**src/rtl/erd_pkg.sv**
```systemverilog
package erd_pkg;
  localparam int ADDR_W     = 24;
  localparam int MEM_AW     = 19;
  localparam int NUM_SECT   = 11;
  localparam int FULL_SECT  = 7;
  localparam int FULL_AW    = 16;
  localparam int HDR_BYTES  = 1 + ADDR_W / 8;
  localparam int CNT_SAT    = HDR_BYTES + 1;
  localparam int CNT_W      = $clog2(CNT_SAT + 1);

  localparam logic [7:0] OPC_ERASE_4K   = 8'h20;
  localparam logic [7:0] OPC_ERASE_32K  = 8'h52;
  localparam logic [7:0] OPC_ERASE_64K  = 8'hD8;
  localparam logic [7:0] OPC_ERASE_PAGE = 8'h81;
  localparam logic [7:0] OPC_PROGRAM    = 8'h02;

  typedef enum logic [2:0] {
    OP_ERASE_4K   = 3'd0,
    OP_ERASE_32K  = 3'd1,
    OP_ERASE_64K  = 3'd2,
    OP_ERASE_PAGE = 3'd3,
    OP_PROGRAM    = 3'd4,
    OP_NONE       = 3'd7
  } op_e;

  function automatic logic [MEM_AW-1:0] sect_base(int idx);
    if (idx < FULL_SECT) return MEM_AW'(idx) << FULL_AW;
    case (idx)
      7:       return MEM_AW'(32'h70000);
      8:       return MEM_AW'(32'h78000);
      9:       return MEM_AW'(32'h7A000);
      default: return MEM_AW'(32'h7C000);
    endcase
  endfunction

  function automatic logic [MEM_AW-1:0] sect_last(int idx);
    if (idx >= NUM_SECT - 1) return '1;
    return sect_base(idx + 1) - MEM_AW'(1);
  endfunction

  function automatic int span_bits(op_e op);
    case (op)
      OP_ERASE_4K:   return 12;
      OP_ERASE_32K:  return 15;
      OP_ERASE_64K:  return 16;
      OP_ERASE_PAGE,
      OP_PROGRAM:    return 8;
      default:       return 0;
    endcase
  endfunction
endpackage

```
**src/rtl/erd_capture.sv**
```systemverilog
module erd_capture
  import erd_pkg::*;
(
  input  logic              clk_i,
  input  logic              rst_ni,
  input  logic              sof_i,
  input  logic              eof_i,
  input  logic              byte_vld_i,
  input  logic [7:0]        byte_i,
  output logic [7:0]        opc_o,
  output logic [ADDR_W-1:0] addr_o,
  output logic [CNT_W-1:0]  cnt_o,
  output logic              active_o
);
  logic [7:0]        opc_q;
  logic [ADDR_W-1:0] addr_q;
  logic [CNT_W-1:0]  cnt_q;
  logic              active_q;

  always_ff @(posedge clk_i or negedge rst_ni) begin
    if (!rst_ni) begin
      opc_q    <= '0;
      addr_q   <= '0;
      cnt_q    <= '0;
      active_q <= 1'b0;
    end else if (sof_i) begin
      cnt_q    <= '0;
      active_q <= 1'b1;
    end else begin
      if (eof_i) active_q <= 1'b0;
      if (byte_vld_i && active_q && cnt_q != CNT_W'(CNT_SAT)) begin
        cnt_q <= cnt_q + CNT_W'(1);
        if (cnt_q == '0) opc_q <= byte_i;
        else if (cnt_q < CNT_W'(HDR_BYTES)) addr_q <= {addr_q[ADDR_W-9:0], byte_i};
      end
    end
  end

  assign opc_o    = opc_q;
  assign addr_o   = addr_q;
  assign cnt_o    = cnt_q;
  assign active_o = active_q;

  // counter saturates just past the header
  p_cnt_sat_r4: assert property (@(posedge clk_i) disable iff (!rst_ni)
    cnt_q <= CNT_W'(CNT_SAT));
  // start strobe opens a fresh transaction
  p_sof_opens_r11: assert property (@(posedge clk_i) disable iff (!rst_ni)
    sof_i |=> (active_q && cnt_q == '0));
endmodule

```
**src/rtl/erd_range.sv**
```systemverilog
module erd_range
  import erd_pkg::*;
(
  input  logic [7:0]        opc_i,
  input  logic [ADDR_W-1:0] addr_i,
  output op_e               op_o,
  output logic              known_o,
  output logic [MEM_AW-1:0] start_o,
  output logic [MEM_AW-1:0] end_o
);
  logic [MEM_AW-1:0] mask;

  always_comb begin
    case (opc_i)
      OPC_ERASE_4K:   op_o = OP_ERASE_4K;
      OPC_ERASE_32K:  op_o = OP_ERASE_32K;
      OPC_ERASE_64K:  op_o = OP_ERASE_64K;
      OPC_ERASE_PAGE: op_o = OP_ERASE_PAGE;
      OPC_PROGRAM:    op_o = OP_PROGRAM;
      default:        op_o = OP_NONE;
    endcase
  end

  assign known_o = (op_o != OP_NONE);
  assign mask    = (MEM_AW'(1) << span_bits(op_o)) - MEM_AW'(1);
  // upper address bits beyond the array are dropped here
  assign start_o = addr_i[MEM_AW-1:0] & ~mask;
  assign end_o   = start_o | mask;
endmodule

```
**src/rtl/erd_guard.sv**
```systemverilog
module erd_guard
  import erd_pkg::*;
(
  input  logic [MEM_AW-1:0]   start_i,
  input  logic [MEM_AW-1:0]   end_i,
  input  logic                wp_ni,
  input  logic [NUM_SECT-1:0] lock_i,
  output logic                blocked_o
);
  logic [NUM_SECT-1:0] hit;

  for (genvar s = 0; s < NUM_SECT; s++) begin : g_sect
    localparam logic [MEM_AW-1:0] BASE = sect_base(s);
    localparam logic [MEM_AW-1:0] LAST = sect_last(s);
    assign hit[s] = lock_i[s] && (start_i <= LAST) && (end_i >= BASE);
  end

  assign blocked_o = !wp_ni && (|hit);
endmodule

```
**src/rtl/erase_range_decoder.sv**
```systemverilog
module erase_range_decoder
  import erd_pkg::*;
(
  input  logic                clk_i,
  input  logic                rst_ni,
  input  logic                sof_i,
  input  logic                eof_i,
  input  logic                byte_vld_i,
  input  logic [7:0]          byte_i,
  input  logic                wp_ni,
  input  logic [NUM_SECT-1:0] sect_lock_i,
  output logic                go_o,
  output logic                reject_o,
  output logic [2:0]          op_o,
  output logic [ADDR_W-1:0]   start_o,
  output logic [ADDR_W-1:0]   end_o
);
  logic [7:0]        opc;
  logic [ADDR_W-1:0] addr;
  logic [CNT_W-1:0]  cnt;
  logic              active;
  op_e               op;
  logic              known;
  logic [MEM_AW-1:0] rng_start, rng_end;
  logic              blocked;
  logic              len_ok, decide;

  logic              go_q, rej_q;
  logic [2:0]        op_q;
  logic [MEM_AW-1:0] start_q, end_q;

  erd_capture u_capture (
    .clk_i, .rst_ni, .sof_i, .eof_i, .byte_vld_i, .byte_i,
    .opc_o(opc), .addr_o(addr), .cnt_o(cnt), .active_o(active)
  );

  erd_range u_range (
    .opc_i(opc), .addr_i(addr), .op_o(op), .known_o(known),
    .start_o(rng_start), .end_o(rng_end)
  );

  erd_guard u_guard (
    .start_i(rng_start), .end_i(rng_end), .wp_ni,
    .lock_i(sect_lock_i), .blocked_o(blocked)
  );

  assign len_ok = (op == OP_PROGRAM) ? (cnt == CNT_W'(CNT_SAT))
                                     : (cnt == CNT_W'(HDR_BYTES));
  assign decide = active && eof_i && !sof_i && known && len_ok;

  always_ff @(posedge clk_i or negedge rst_ni) begin
    if (!rst_ni) begin
      go_q    <= 1'b0;
      rej_q   <= 1'b0;
      op_q    <= '0;
      start_q <= '0;
      end_q   <= '0;
    end else begin
      go_q  <= decide && !blocked;
      rej_q <= decide && blocked;
      if (decide) begin
        op_q    <= op;
        start_q <= rng_start;
        end_q   <= rng_end;
      end
    end
  end

  assign go_o     = go_q;
  assign reject_o = rej_q;
  assign op_o     = op_q;
  assign start_o  = ADDR_W'(start_q);
  assign end_o    = ADDR_W'(end_q);

  p_one_verdict_r8: assert property (@(posedge clk_i) disable iff (!rst_ni)
    !(go_o && reject_o));
  p_after_eof_r10: assert property (@(posedge clk_i) disable iff (!rst_ni)
    (go_o || reject_o) |-> $past(eof_i));
  p_single_pulse_r10: assert property (@(posedge clk_i) disable iff (!rst_ni)
    (go_o || reject_o) |=> !(go_o || reject_o));
  p_wp_open_r9: assert property (@(posedge clk_i) disable iff (!rst_ni)
    reject_o |-> !$past(wp_ni));
  p_page_aligned_r3: assert property (@(posedge clk_i) disable iff (!rst_ni)
    (go_o || reject_o) |-> (start_o[7:0] == 8'h00 && end_o[7:0] == 8'hFF));
  p_in_array_r7: assert property (@(posedge clk_i) disable iff (!rst_ni)
    (go_o || reject_o) |-> (end_o[ADDR_W-1:MEM_AW] == '0 && start_o <= end_o));
  p_hold_r6: assert property (@(posedge clk_i) disable iff (!rst_ni)
    !(go_o || reject_o) |-> $stable(start_o));
endmodule

```
**config.mk**
```make
export PLATFORM = sky130hd
export DESIGN_NAME = erase_range_decoder
export DESIGN_NICKNAME = d
export VERILOG_FILES = /design/src/rtl/erd_pkg.sv /design/src/rtl/erd_capture.sv /design/src/rtl/erd_range.sv /design/src/rtl/erd_guard.sv /design/src/rtl/erase_range_decoder.sv
export SDC_FILE = /design/constraint.sdc
export NUM_CORES = 1
export LEC_CHECK = 0
export CELL_PAD_IN_SITES_DETAIL_PLACEMENT = 0
export CELL_PAD_IN_SITES_GLOBAL_PLACEMENT = 1
export CORE_ASPECT_RATIO = 0.75
export CORE_MARGIN = 10
export CORE_UTILIZATION = 39
export CTS_CLUSTER_DIAMETER = 30
export DETAILED_ROUTE_END_ITERATION = 10
export PLACE_DENSITY = 0.77
export SYNTH_ARGS = -nofsm -noshare
export SYNTH_HDL_FRONTEND = slang
export SYNTH_SLANG_ARGS = --single-unit
```
**constraint.sdc**
```tcl
create_clock -name clk_i -period 3.4 [get_ports clk_i]
set_clock_uncertainty 0.15 [all_clocks]
set_input_delay 0.85 -clock clk_i [delete_from_list [all_inputs] [get_ports clk_i]]
set_output_delay 0.85 -clock clk_i [all_outputs]
set_load 0.03 [all_outputs]
```
Word level (Yosys, flattened, before mapping):

Index checks and enable logic that the tools add are counted.

* add/sub/neg operators: 2
* order comparisons: 23
* equal/unequal tests: 13
* shift-type cells: 1
* multiplexer cells: 7
* bitwise logic cells: 5
* reduce and logical (&&, ||, !) cells: 42

Operators by type and width (count)
* 19-bit greater-or-equal comparator, second input constant: 7
* 19-bit <= comparator, second input constant: 7
* 19-bit by 18-bit greater-or-equal comparator with 1-bit output, second input constant: 2
* 19-bit by 18-bit <= comparator with 1-bit output, second input constant: 2
* 1-bit logical AND: 31
* 5-bit one-hot mux with 4 select lines: 1
* 19-bit bitwise AND: 1
* 19-bit by 1-bit greater-or-equal comparator with 1-bit output, second input constant: 1
* 19-bit by 17-bit greater-or-equal comparator with 1-bit output, second input constant: 1
* 19-bit by 16-bit <= comparator with 1-bit output, second input constant: 1
* 19-bit by 17-bit <= comparator with 1-bit output, second input constant: 1
* 19-bit NOT: 1
* 19-bit OR: 1
* 1-bit by 5-bit << shifter with 19-bit output, first input constant: 1
* 19-bit by 2-bit subtractor with 19-bit output, second input constant: 1
* 8-bit == test, second input constant: 2
* 3-bit one-hot mux with 5 select lines: 1
* 11-bit OR reduction: 1
* 3-bit == test, second input constant: 3
* 8-bit by 2-bit == test with 1-bit output, second input constant: 1
* 8-bit by 6-bit == test with 1-bit output, second input constant: 1
* 8-bit by 7-bit == test with 1-bit output, second input constant: 1
* 3-bit by 2-bit == test with 1-bit output, second input constant: 2
* 3-bit logical NOT: 2
* 12 further kinds: 20

* bits in registers: 74
* input bits: 25
* output and inout port bits: 53

Longest topological paths before layout:

Gate-level depths: netlist of run 1.

* depth after elaboration: 16
* mapped depth: 10
* mapped depth without buffers: 9

By module:

A second synthesis of run 1 with hierarchy kept.

* cells, all modules: 315
* area total of the unflattened synthesis: 4078.9 um^2

By module, submodules not included
* erase_range_decoder: instances 1, cells each 116, area each 1924.3 um^2, sequential area each 1076.0 um^2
* erd_capture: instances 1, cells each 92, area each 1443.9 um^2, sequential area each 900.9 um^2
* erd_range: instances 1, cells each 76, area each 496.7 um^2, sequential area each 0.0 um^2
* erd_guard: instances 1, cells each 31, area each 214.0 um^2, sequential area each 0.0 um^2

Worst setup path before layout of run 1:

OpenSTA, ideal clock, no wires.

* path type: input -> register
* start: input port sof_i
* end: register u_capture.addr_q[10] (netlist: u_capture.addr_o[10])
* setup time: 0.127 ns
* arrival: 2.517 ns
* slack: 0.606 ns
* stages: 4
* path buffers: 2
* cell sequence: clkbuf_1 -> nor4_2 -> clkbuf_1 -> mux2_1

* cells in the longest elaborated chain, start to end: 2

RTL lines
* start: declaration: line erase_range_decoder.sv:6 `input logic sof_i,`
* 1-bit NOT (no line)
* 4-bit AND reduction (no line)
* end signal: assignment: line erd_capture.sv:34 `else if (cnt_q < CNT_W'(HDR_BYTES)) addr_q <= {addr_q[ADDR_W-9:0], byte_i};`
* end: declaration: line erd_capture.sv:16 `logic [ADDR_W-1:0] addr_q;`

No other way between the ends.
A chain may end at the register's enable or synchronous reset.

Worst setup path in the final report of run 1:

* start: register u_capture.opc_q[3] (netlist: u_capture.opc_o[3])
* end: register end_q[14]

* cells in the longest elaborated chain, start to end: 10

RTL lines
* start: declaration: line erd_capture.sv:15 `logic [7:0] opc_q;`
* start signal: assignment: line erd_capture.sv:33 `if (cnt_q == '0) opc_q <= byte_i;`
* 8-bit by 2-bit == test with 1-bit output, or another cell as far along: line erd_range.sv:14 `case (opc_i)`
* 3-bit one-hot mux with 5 select lines *: line erd_range.sv:14
* 3-bit == test / 3-bit by 2-bit == test with 1-bit output (equally long branches): line erd_pkg.sv:42, erase_range_decoder.sv:47
* 2-bit OR reduction: line erd_pkg.sv:42 `case (op)`
* 5-bit one-hot mux with 4 select lines: line erd_pkg.sv:42
* 1-bit by 5-bit << shifter with 19-bit output: line erd_range.sv:25 `assign mask = (MEM_AW'(1) << span_bits(op_o)) - MEM_AW'(1);`
* 19-bit by 2-bit subtractor with 19-bit output: line erd_range.sv:25
* 19-bit NOT: line erd_range.sv:27 `assign start_o = addr_i[MEM_AW-1:0] & ~mask;`
* 19-bit bitwise AND: line erd_range.sv:27
* 19-bit OR: line erd_range.sv:28 `assign end_o = start_o | mask;`
* end signal: assignment: line erase_range_decoder.sv:64 `end_q <= rng_end;`
* end: declaration: line erase_range_decoder.sv:30 `logic [MEM_AW-1:0] start_q, end_q;`

Mark *: on every way between the ends. The rest lies on a longest branch, timed or not.

==> metrics.cfg, run 1 <==
[critical_path]
critPathArrivalTime_ns = 3.11
critPathKind = flip-flop to flip-flop
start_kind = flip-flop
worstPathRequired_ns = 3.45
crit_path_end_kind = flip-flop
r2r.worst_path.cells = 7
critPathMaxFanout = 30

[pwr]
p_int_uw = 1519
clkPwrFrac_pct = 25.5
switching_share_pct = 31.26
power_density_nw_per_um2 = 526.6
p_sw_uw = 690.9
comb_power_share_pct = 20.8
vdd_ir_drop_max_uv = 206.1
p_seq_share_pct = 53.7
p_leak_uw = 0.001855

[synthesis]
synth_ff_type = dfrtp_1
async_reset_ff_share_pct = 100.0
synth_largest_area_cell = dfrtp_1
yosys_warnings = 0
synth_area_sq_um = 3277
synth.avg_cell_area_sq_um = 11.66
synth-edff-count = 0
ys_types = 46
ys_seq_area_share_pct = 56.51
yosysMostFrequentCell = dfrtp_1
ys_ff_latch = 74
yosys-top-cells-count = dfrtp_1 (74), nand2_1 (41), o21ai_1 (23), mux2_2 (17), mux2_1 (14)
synthTopCellsByArea = dfrtp_1 (57%), mux2_2 (5.8%), mux2_1 (4.8%), nand2_1 (4.7%), o21ai_1 (3.5%)
synthCells = 281
netlist.area_leader.share_pct = 56.51

[floorplan]
initial_utilization_pct = 40.85
rows = 28
die_h_um = 99.39
die-width_um = 125.8
ios = 78
core_sq_um = 8023
dieArea_sq_um = 12510

[clock_network]
clock_path_buffers = 2
cts_setup_buffers = 0
cts_buffers = 9
cts_tree = yes
clkTransAtPathRegs_ns = 0.08
cts_num_sinks = 74
cts-root-buf = clkbuf_8
h-tree-depth = 3
cts_hold_buf = 0
cts_resized = 0
clock_latency_ns = 0.34

[worst_hold_path]
hp-class = flip-flop to flip-flop
min_path_cells = 1

[timing]
slew_viol_final = 0
max-slew-margin-rel_pct = 54.38
report.final.hold_viol_count = 0
timing.final.crit_share_pct = 90.02
grt_setup_unrepaired = false
final-setup-viol-count = 0
worstMarginPinSlew_ns = 0.6843
fmax_mhz = 326.7
period_needed_ns = 3.061
tns_ns = 0

[routing]
ant_nets = 0
dr.pass1.iters = 4
wl_per_cell_um = 16.47
wirelength_mm = 7.575
via_per_inst = 4.850
drc = 0
via_count = 2231
drt_iter0_drc = 168

[grt]
antenna_found_initial = 0
grt_max_degree = 75
grt-ovfl-total = 0
grt_pass1_wl_mm = 12.34
grt_usage_pct = 12.02
first_global_vias = 2304

[layout]
area.sequential_sq_um = 1852
multi_input_area_sq_um = 1321
diodes = 0
finalInstanceArea_sq_um = 4197
area_growth_pct = 28.06
fillers = 754
drive_gt1_share_pct = 12.96
num-nets-final = 381

[place]
postPlaceCellArea_sq_um = 4039
place_congestion = 0.7969
portBuffers = 67
post-dp-hpwl_mm = 5.630

[flow_run]
cap_violations = 0

[status]
status = finished clean

sequential cells by signal (all words and copies together) (netlist names):
register	count
end_q	19
start_q	19
u_capture.addr_o	19
u_capture.opc_o	8
op_o	3
u_capture.cnt_o	3
go_o	1
reject_o	1
u_capture.active_o	1
final cells by class:
type                    instances  area share (%)
repair buffers                 72           17.05
inverters                       5          0.4472
clock buffers                   9           2.952
well taps                     105           3.131
clock inverters                 5          0.8050
multi-input cells             190           31.48
flip-flops and latches         74           44.13
power by group through the flow:
stage          logic [uW]  clock network (uW)  registers, uW
2_1_floorplan         313                   0           1170
3_3_place_gp          451                   0           1200
3_5_place_dp          464                   0           1200
4_1_cts               467                 585           1180
5_1_grt               514                 622           1210
6_report              460                 563           1190
logic make-up (layout without fill, tap and decap cells):
kind of cell             count (synthesis)  after routing  share of synthesized area, %
adder cells (fa/ha/maj)                  4              4                         1.527
XOR/XNOR                                 2              2                        0.5347
flip-flops                              74             74                         56.51
AO/OA/AOI/OAI                           45             45                         8.744
buffers and inverters                   26             91                         4.467
AND/OR/NAND/NOR                         90             90                         14.20
other                                    2             11                        0.2292
multiplexers                            38             38                         13.78
worst paths after layout:
check	from	to	slack, ns
hold / removal	end_q[2]$_DFFE_PN0P_	end_q[2]$_DFFE_PN0P_	0.32
setup / recovery	u_capture.opc_o[3]$_DFFE_PN0P_	end_q[14]$_DFFE_PN0P_	0.34
hold reg to reg	end_q[2]$_DFFE_PN0P_	end_q[2]$_DFFE_PN0P_	0.32
max in group asynchronous	rst_ni	u_capture.opc_o[6]$_DFFE_PN0P_	2.41
min in group asynchronous	rst_ni	end_q[5]$_DFFE_PN0P_	0.38
setup reg to reg	u_capture.opc_o[3]$_DFFE_PN0P_	end_q[14]$_DFFE_PN0P_	0.34
worst max-delay path, cell delays in order (launching register included):
cell,delay (ns)
dfrtp_1,0.42
or4_1,0.70
a31o_1,0.31
a2111oi_4,0.42
a21bo_2,0.50
buf_4,0.30
nand2_1,0.08
o21ai_1,0.05
cell usage in the layout, fill, tap and decap left out, drive strengths merged, types with 2 or more instances in the layout:
cell           synthesis  layout
a21o                   3       3
a21oi                  4       4
a31oi                  3       3
and2                   7       7
buf                   14       6
clkbuf                 7       9
clkdlybuf4s50          0      66
clkinv                 0       3
clkinvlp               0       2
conb                   2      11
dfrtp                 74      74
ha                     4       4
inv                    5       5
mux2                  35      35
mux2i                  2       2
nand2                 41      41
nand2b                 7       7
nand3b                 2       2
nand4bb                2       2
nor2                  11      11
nor2b                  4       4
nor3                   3       3
nor3b                  2       2
o21ai                 26      26
or3                    2       2
or4b                   2       2
xnor2                  2       2
through the flow:
step,power [uW],worst slack (ns),hold WS (ns),utilization [%],cells
finish,2210,0.3393,0.3239,52.31,460
global route,2350,0.2039,0.3444,52.31,460
CTS,2235,0.3577,0.3272,52.31,460
detailed placement,1666,0.3827,0.3077,50.34,446
global placement,1647,0.4332,0.3031,50.34,446
floorplan,1482,0.6057,0.3102,-,290
per-layer routing:
| layer | vias to the layer above | GRT usage, % | part of all wire [%] |
|---|---|---|---|
| met5 | - | 0 | 0 |
| met1 | 1044 | 15.84 | 49 |
| met4 | 0 | 3.144 | 0.92 |
| met2 | 82 | 17.85 | 43 |
| met3 | 14 | 4.987 | 7.6 |
| li1 | 1091 | - | - |
Power figures use the tool's default switching activity.
==> run 2, diff against run 1 <==
- CORE_UTILIZATION: 39 -> 42
- GPL_ROUTABILITY_DRIVEN: default -> 1
- PLACE_DENSITY: 0.77 -> 0.82
- clock period: 3.4 -> 3.9 ns (I/O delays scaled with it)
==> run 2 against run 1 <==
Effect of this change: die area down 5.9%; register-to-register slack better by 0.40 ns; largest power group unchanged; highest routed layer unchanged; first-iteration DRC count down 8.9%; routed wire length fell by 3.1%; sequential share of layout area grew 0.48 points; maximum frequency shrank 3.3%.
==> metrics.cfg, run 2 (same netlist as run 1, synthesis figures left out) <==
[place]
portBuffers = 67  ; unchanged
pre_cts_ws_ns = 0.5853  ; was 0.3827 ns
post-dp-hpwl_mm = 5.381  ; was 5.630 mm
place_congestion = 0.7591  ; was 0.7969

[timing]
fin_ws_ns = 0.7352  ; was 0.3393 ns
timing.final.crit_share_pct = 81.15  ; was 90.02%
period_needed_ns = 3.165  ; was 3.061 ns
grt_setup_unrepaired = false  ; unchanged
report.final.hold_viol_count = 0  ; unchanged
max-slew-margin-rel_pct = 38.77  ; was 54.38%
hold_slack_ns = 0.3152  ; was 0.3239 ns
tns_ns = 0  ; unchanged
fmax_mhz = 316.0  ; was 326.7 MHz
final-setup-viol-count = 0  ; unchanged
worstMarginPinSlew_ns = 0.9184  ; was 0.6843 ns
slew_viol_final = 0  ; unchanged

[clock_network]
cts_resized = 0  ; unchanged
cts_tree = yes  ; unchanged
cts_hold_buf = 0  ; unchanged
clock_path_buffers = 2  ; unchanged
cts-root-buf = clkbuf_8  ; unchanged
cts_num_sinks = 74  ; unchanged
clock_latency_ns = 0.34  ; about the same
h-tree-depth = 3  ; unchanged
clkTransAtPathRegs_ns = 0.08  ; about the same
cts_setup_buffers = 0  ; unchanged
cts_buffers = 9  ; unchanged

[critical_path]
slowest_stage = or4_1  ; unchanged
worstPathRequired_ns = 3.98  ; was 3.45 ns
critPathArrivalTime_ns = 3.25  ; was 3.11 ns
start_kind = flip-flop  ; unchanged
critPathMaxFanout = 38  ; was 30
slowest_delay_ns = 0.70  ; about the same
critPathKind = flip-flop to flip-flop  ; unchanged
crit_path_end_kind = flip-flop  ; unchanged
crit_path_cell_trace = or4_1, a31o_1, a2111oi_4, a21bo_2, buf_4, and2_1  ; was or4_1, a31o_1, a2111oi_4, a21bo_2, buf_4, nand2_1, o21ai_1

[status]
status = finished clean  ; unchanged

[floorplan]
die-width_um = 122.0  ; was 125.8 um
rows = 27  ; was 28
initial_utilization_pct = 43.89  ; was 40.85%
core_sq_um = 7466  ; was 8023 sq um
dieArea_sq_um = 11770  ; was 12510 sq um
die_h_um = 96.50  ; was 99.39 um
ios = 78  ; unchanged

[flow_run]
cap_violations = 0  ; unchanged

[routing]
ant_nets = 0  ; unchanged
wirelength_mm = 7.343  ; was 7.575 mm
dr.pass1.iters = 4  ; unchanged
via_count = 2263  ; was 2231
drc = 0  ; unchanged
via_per_inst = 4.996  ; was 4.850
drt_iter0_drc = 153  ; was 168
wl_per_cell_um = 16.21  ; was 16.47 um

[grt]
antenna_found_initial = 0  ; unchanged
grt_max_degree = 75  ; unchanged
grt_usage_pct = 12.66  ; was 12.02%
grt-ovfl-total = 0  ; unchanged
first_global_vias = 2276  ; was 2304
grt_pass1_wl_mm = 11.72  ; was 12.34 mm

[layout]
area.sequential_sq_um = 1852  ; unchanged
num-nets-final = 378  ; was 381
area_growth_pct = 26.69  ; was 28.06%
diodes = 0  ; unchanged
drive_gt1_share_pct = 11.65  ; was 12.96%
multi_input_area_sq_um = 1321  ; unchanged
final_common_cell = dfrtp_1  ; unchanged
fillers = 662  ; was 754
layout_common_cells = dfrtp_1 (74), clkdlybuf4s50_1 (66), nand2_1 (41)  ; unchanged

[pwr]
vdd_ir_drop_max_uv = 221.9  ; was 206.1 uV
power_density_nw_per_um2 = 460.9  ; was 526.6 nW/um^2
p_leak_uw = 0.001839  ; was 0.001855 uW
p_total_uw = 1913  ; was 2210 uW

[worst_hold_path]
hp-class = flip-flop to flip-flop  ; unchanged

-- run 2: cell count changes in the layout (fill, tap and decap cells not counted), sizes merged --
cell / before / now
buf: 6 / 3
clkbuf: 9 / 11
clkinvlp: 2 / 0
-- run 2: final cells by class --
class | instances | share of cell area [%]
sequential | 74 | 44.61
multi-input combinational | 190 | 31.83
timing repair buffer | 69 | 16.46
clock buffer | 11 | 3.165
tap | 101 | 3.044
clock inverter | 3 | 0.4521
inverter | 5 | 0.4521
-- run 2: path summary, 6_finish.rpt --
path | startpoint | cells after the start | slack (ns) | end
worst max register to register | u_capture.opc_o[3]$_DFFE_PN0P_ | 6 | 0.74 | start_q[5]$_DFFE_PN0P_
max in group asynchronous | rst_ni | 1 | 2.39 | u_capture.opc_o[1]$_DFFE_PN0P_
worst min register to register | end_q[5]$_DFFE_PN0P_ | 1 | 0.32 | end_q[5]$_DFFE_PN0P_
worst max-delay path | u_capture.opc_o[3]$_DFFE_PN0P_ | 6 | 0.74 | start_q[5]$_DFFE_PN0P_
min in group asynchronous | rst_ni | 1 | 0.63 | reject_o$_DFF_PN0_
worst min-delay path | end_q[5]$_DFFE_PN0P_ | 1 | 0.32 | end_q[5]$_DFFE_PN0P_
-- run 2: metrics by stage --
stage	std cells	util [%]	instance area, sq um
after CTS	453	55.61	4151
after floorplan	290	-	3311
final	453	55.61	4151
after global placement	439	53.59	4001
after global routing	453	55.61	4151
after detailed placement	439	53.59	4001
-- run 2: power breakdown --
part | internal, uW | switching [uW] | total (uW) | leakage (uW)
Clock | 223 | 266 | 489 | 0.0000790
Combinational | 205 | 184 | 390 | 0.000799
Sequential | 894 | 140 | 1030 | 0.000962
Total | 1320 | 591 | 1910 | 0.00184
-- run 2: routing by layer --
metal / vias to the layer above / share of wire, % / GRT usage [%]
li1: 1083 / - / -
met1: 1098 / 46 / 16.22
met2: 71 / 43 / 19.28
met3: 11 / 9.8 / 4.809
met4: 0 / 1.5 / 4.455
met5: - / 0 / 0
-- run 2: worst max-delay path: cells and delay by family, from the launching register on --
family / cells / cell delay [ns]
buf+inv: 1 / 0.33
flops: 1 / 0.42
simple gates: 2 / 0.87
compound gates: 3 / 1.25
==> run 3, diff against run 2 <==
- CORE_UTILIZATION: 42 -> 35
- PLACE_DENSITY: 0.82 -> 0.73
- clock period: 3.9 -> 2.84 ns (I/O delays scaled with it)
==> run 3 against run 2 <==
Effect of this change: via count is 1.5% higher; critical path depth stayed put; core utilization is 6.0 points lower; clock power is 140% higher; non-clock buffer count is 15 higher; power is 65% higher; cell area is 8.5% higher; first-iteration DRC count stayed put; global-route usage is 0.94 points lower; register-to-register slack worse by 0.57 ns; routed wire length is 11% higher; final cell count is 9.9% higher.
==> metrics.cfg, run 3 (same netlist as run 1, synthesis figures left out) <==
[routing]
ant_nets = 0  ; unchanged
via_per_inst = 4.614  ; was 4.996
drt_iter0_drc = 153  ; unchanged
wl_per_cell_um = 16.39  ; was 16.21 um
wirelength_mm = 8.164  ; was 7.343 mm
dr.pass1.iters = 4  ; unchanged
via_count = 2298  ; was 2263
drc = 0  ; unchanged

[floorplan]
die-width_um = 131.7  ; was 122.0 um
ios = 78  ; unchanged
initial_utilization_pct = 36.07  ; was 43.89%
rows = 30  ; was 27
core_sq_um = 9084  ; was 7466 sq um
dieArea_sq_um = 13670  ; was 11770 sq um
die_h_um = 103.8  ; was 96.50 um

[pwr]
p_leak_uw = 0.002000  ; was 0.001839 uW
vdd_ir_drop_max_uv = 280.3  ; was 221.9 uV
power_density_nw_per_um2 = 699.1  ; was 460.9 nW/um^2
p_total_uw = 3150  ; was 1913 uW

[place]
place_congestion = 0.7919  ; was 0.7591
post-dp-hpwl_mm = 5.927  ; was 5.381 mm
pre_cts_ws_ns = 0.02401  ; was 0.5853 ns
portBuffers = 67  ; unchanged
postPlaceCellArea_sq_um = 4160  ; was 4001 sq um

[timing]
worstMarginPinSlew_ns = 0.6163  ; was 0.9184 ns
period_needed_ns = 2.675  ; was 3.165 ns
final-setup-viol-count = 0  ; unchanged
timing.final.crit_share_pct = 94.20  ; was 81.15%
fin_ws_ns = 0.1648  ; was 0.7352 ns
fmax_mhz = 373.8  ; was 316.0 MHz
report.final.hold_viol_count = 0  ; unchanged
tns_ns = 0  ; unchanged
slew_viol_final = 0  ; unchanged
max-slew-margin-rel_pct = 58.92  ; was 38.77%
grt_setup_unrepaired = false  ; unchanged

[grt]
grt_max_degree = 38  ; was 75
grt-ovfl-total = 0  ; unchanged
first_global_vias = 2384  ; was 2276
grt_pass1_wl_mm = 13.01  ; was 11.72 mm
antenna_found_initial = 0  ; unchanged
grt_usage_pct = 11.72  ; was 12.66%

[status]
status = finished clean  ; unchanged

[critical_path]
crit_path_end_kind = flip-flop  ; unchanged
r2r_slack_ns = 0.16  ; was 0.74 ns
crit_path_cell_trace = or4b_1, a31o_1, a2111oi_4, a21bo_4, buf_12, and2_1  ; was or4_1, a31o_1, a2111oi_4, a21bo_2, buf_4, and2_1
slowest_stage = or4b_1  ; was or4_1
crit_buf_inv = 1  ; unchanged
worstPathRequired_ns = 2.91  ; was 3.98 ns
start_kind = flip-flop  ; unchanged
timing.rr.start = u_capture.opc_o[0]$_DFFE_PN0P_  ; was u_capture.opc_o[3]$_DFFE_PN0P_
slowest_delay_ns = 0.58  ; was 0.70 ns
r2r_end = start_q[1]$_DFFE_PN0P_  ; was start_q[5]$_DFFE_PN0P_
critPathKind = flip-flop to flip-flop  ; unchanged
critPathArrivalTime_ns = 2.74  ; was 3.25 ns
critical_path.top_delay_family = compound AO/OA/AOI/OAI gates  ; unchanged
critPathMaxFanout = 37  ; was 38
r2r.worst_path.cells = 6  ; unchanged

[clock_network]
cts_tree = yes  ; unchanged
cts-root-buf = clkbuf_16  ; was clkbuf_8
h-tree-depth = 3  ; unchanged
cts_num_sinks = 74  ; unchanged
clock_path_buffers = 2  ; unchanged
cts_buffers = 9  ; unchanged
clkTransAtPathRegs_ns = 0.06  ; was 0.08 ns
clock_latency_ns = 0.33  ; was 0.34 ns

[flow_run]
cap_violations = 0  ; unchanged

[layout]
finalInstanceArea_sq_um = 4506  ; was 4151 sq um
fillers = 862  ; was 662
num-nets-final = 394  ; was 378
drive_gt1_share_pct = 16.76  ; was 11.65%
area_growth_pct = 37.50  ; was 26.69%
diodes = 0  ; unchanged
fin_util_pct = 49.60  ; was 55.61%
layout_common_cells = dfrtp_1 (73), clkdlybuf4s50_1 (66), nand2_1 (41)  ; was dfrtp_1 (74), clkdlybuf4s50_1 (66), nand2_1 (41)
final_common_cell = dfrtp_1  ; unchanged

[worst_hold_path]
hp-class = input pin to async pin  ; was flip-flop to flip-flop

run 3: cell count changes in the layout (fill, tap and decap cells not counted), moves of 2 or more:
cell	delta
buf_4	+11
buf_12	+3
clkbuf_8	-7
clkbuf_16	+9
clkbuf_1	-2
run 3: power by group:
part           switching [uW]  internal, uW  total (uW)
sequential                188          1230        1420
combinational             275           309         584
clock                     425           723        1150
total                     887          2260        3150
run 3: timing repair:
action,CTS,global route
gates resized for setup,0,2
buffers inserted,0,3
hold buffers,0,0
setup endpoints to repair,0,28
run 3: worst max path at each step:
stage	from	endpoint	slack, ns	depth (start not counted)
after detailed placement	u_capture.opc_o[0]$_DFFE_PN0P_	start_q[7]$_DFFE_PN0P_	0.02	6
after CTS	u_capture.opc_o[0]$_DFFE_PN0P_	start_q[1]$_DFFE_PN0P_	0.01	6
after global placement	u_capture.opc_o[1]$_DFFE_PN0P_	start_q[1]$_DFFE_PN0P_	0.08	6
after global routing	u_capture.opc_o[7]$_DFFE_PN0P_	end_q[8]$_DFFE_PN0P_	0.05	9
after floorplan	u_capture.opc_o[0]$_DFFE_PN0P_	end_q[18]$_DFFE_PN0P_	0.08	7
final	u_capture.opc_o[0]$_DFFE_PN0P_	start_q[1]$_DFFE_PN0P_	0.16	6
run 3: worst register-to-register path: cells and delay by family, from the launching register on:
family | cells | cell delay [ns]
AOI/OAI and AO/OA | 3 | 1.04
buffers and inverters | 1 | 0.20
DFF | 1 | 0.43
and+or+nand+nor | 2 | 0.75
run 3: layout make-up:
cell class	instances	area [sq um]	area share, %
clock inverter	5	52.55	1.166
inverter	5	18.77	0.4166
clock buffer	11	252.7	5.610
multi-input combinational	191	1338	29.69
sequential	74	1853	41.13
tap	128	160.2	3.555
timing repair buffer	84	830.8	18.44
run 3: per-stage QoR:
step / hold WS, ns / cells
global route: 0.2845 / 498
finish: 0.2433 / 498
global placement: 0.3011 / 478
floorplan: 0.2644 / 290
detailed placement: 0.3013 / 478
CTS: 0.2538 / 494
run 3: layer usage:
layer | share of wire, % | vias to the layer above | global-route usage, %
met3 | 6.1 | 11 | 4.247
met5 | 0 | - | 0
met1 | 52 | 1078 | 16.46
met4 | 1.0 | 0 | 3.328
met2 | 41 | 81 | 16.40
li1 | - | 1128 | -
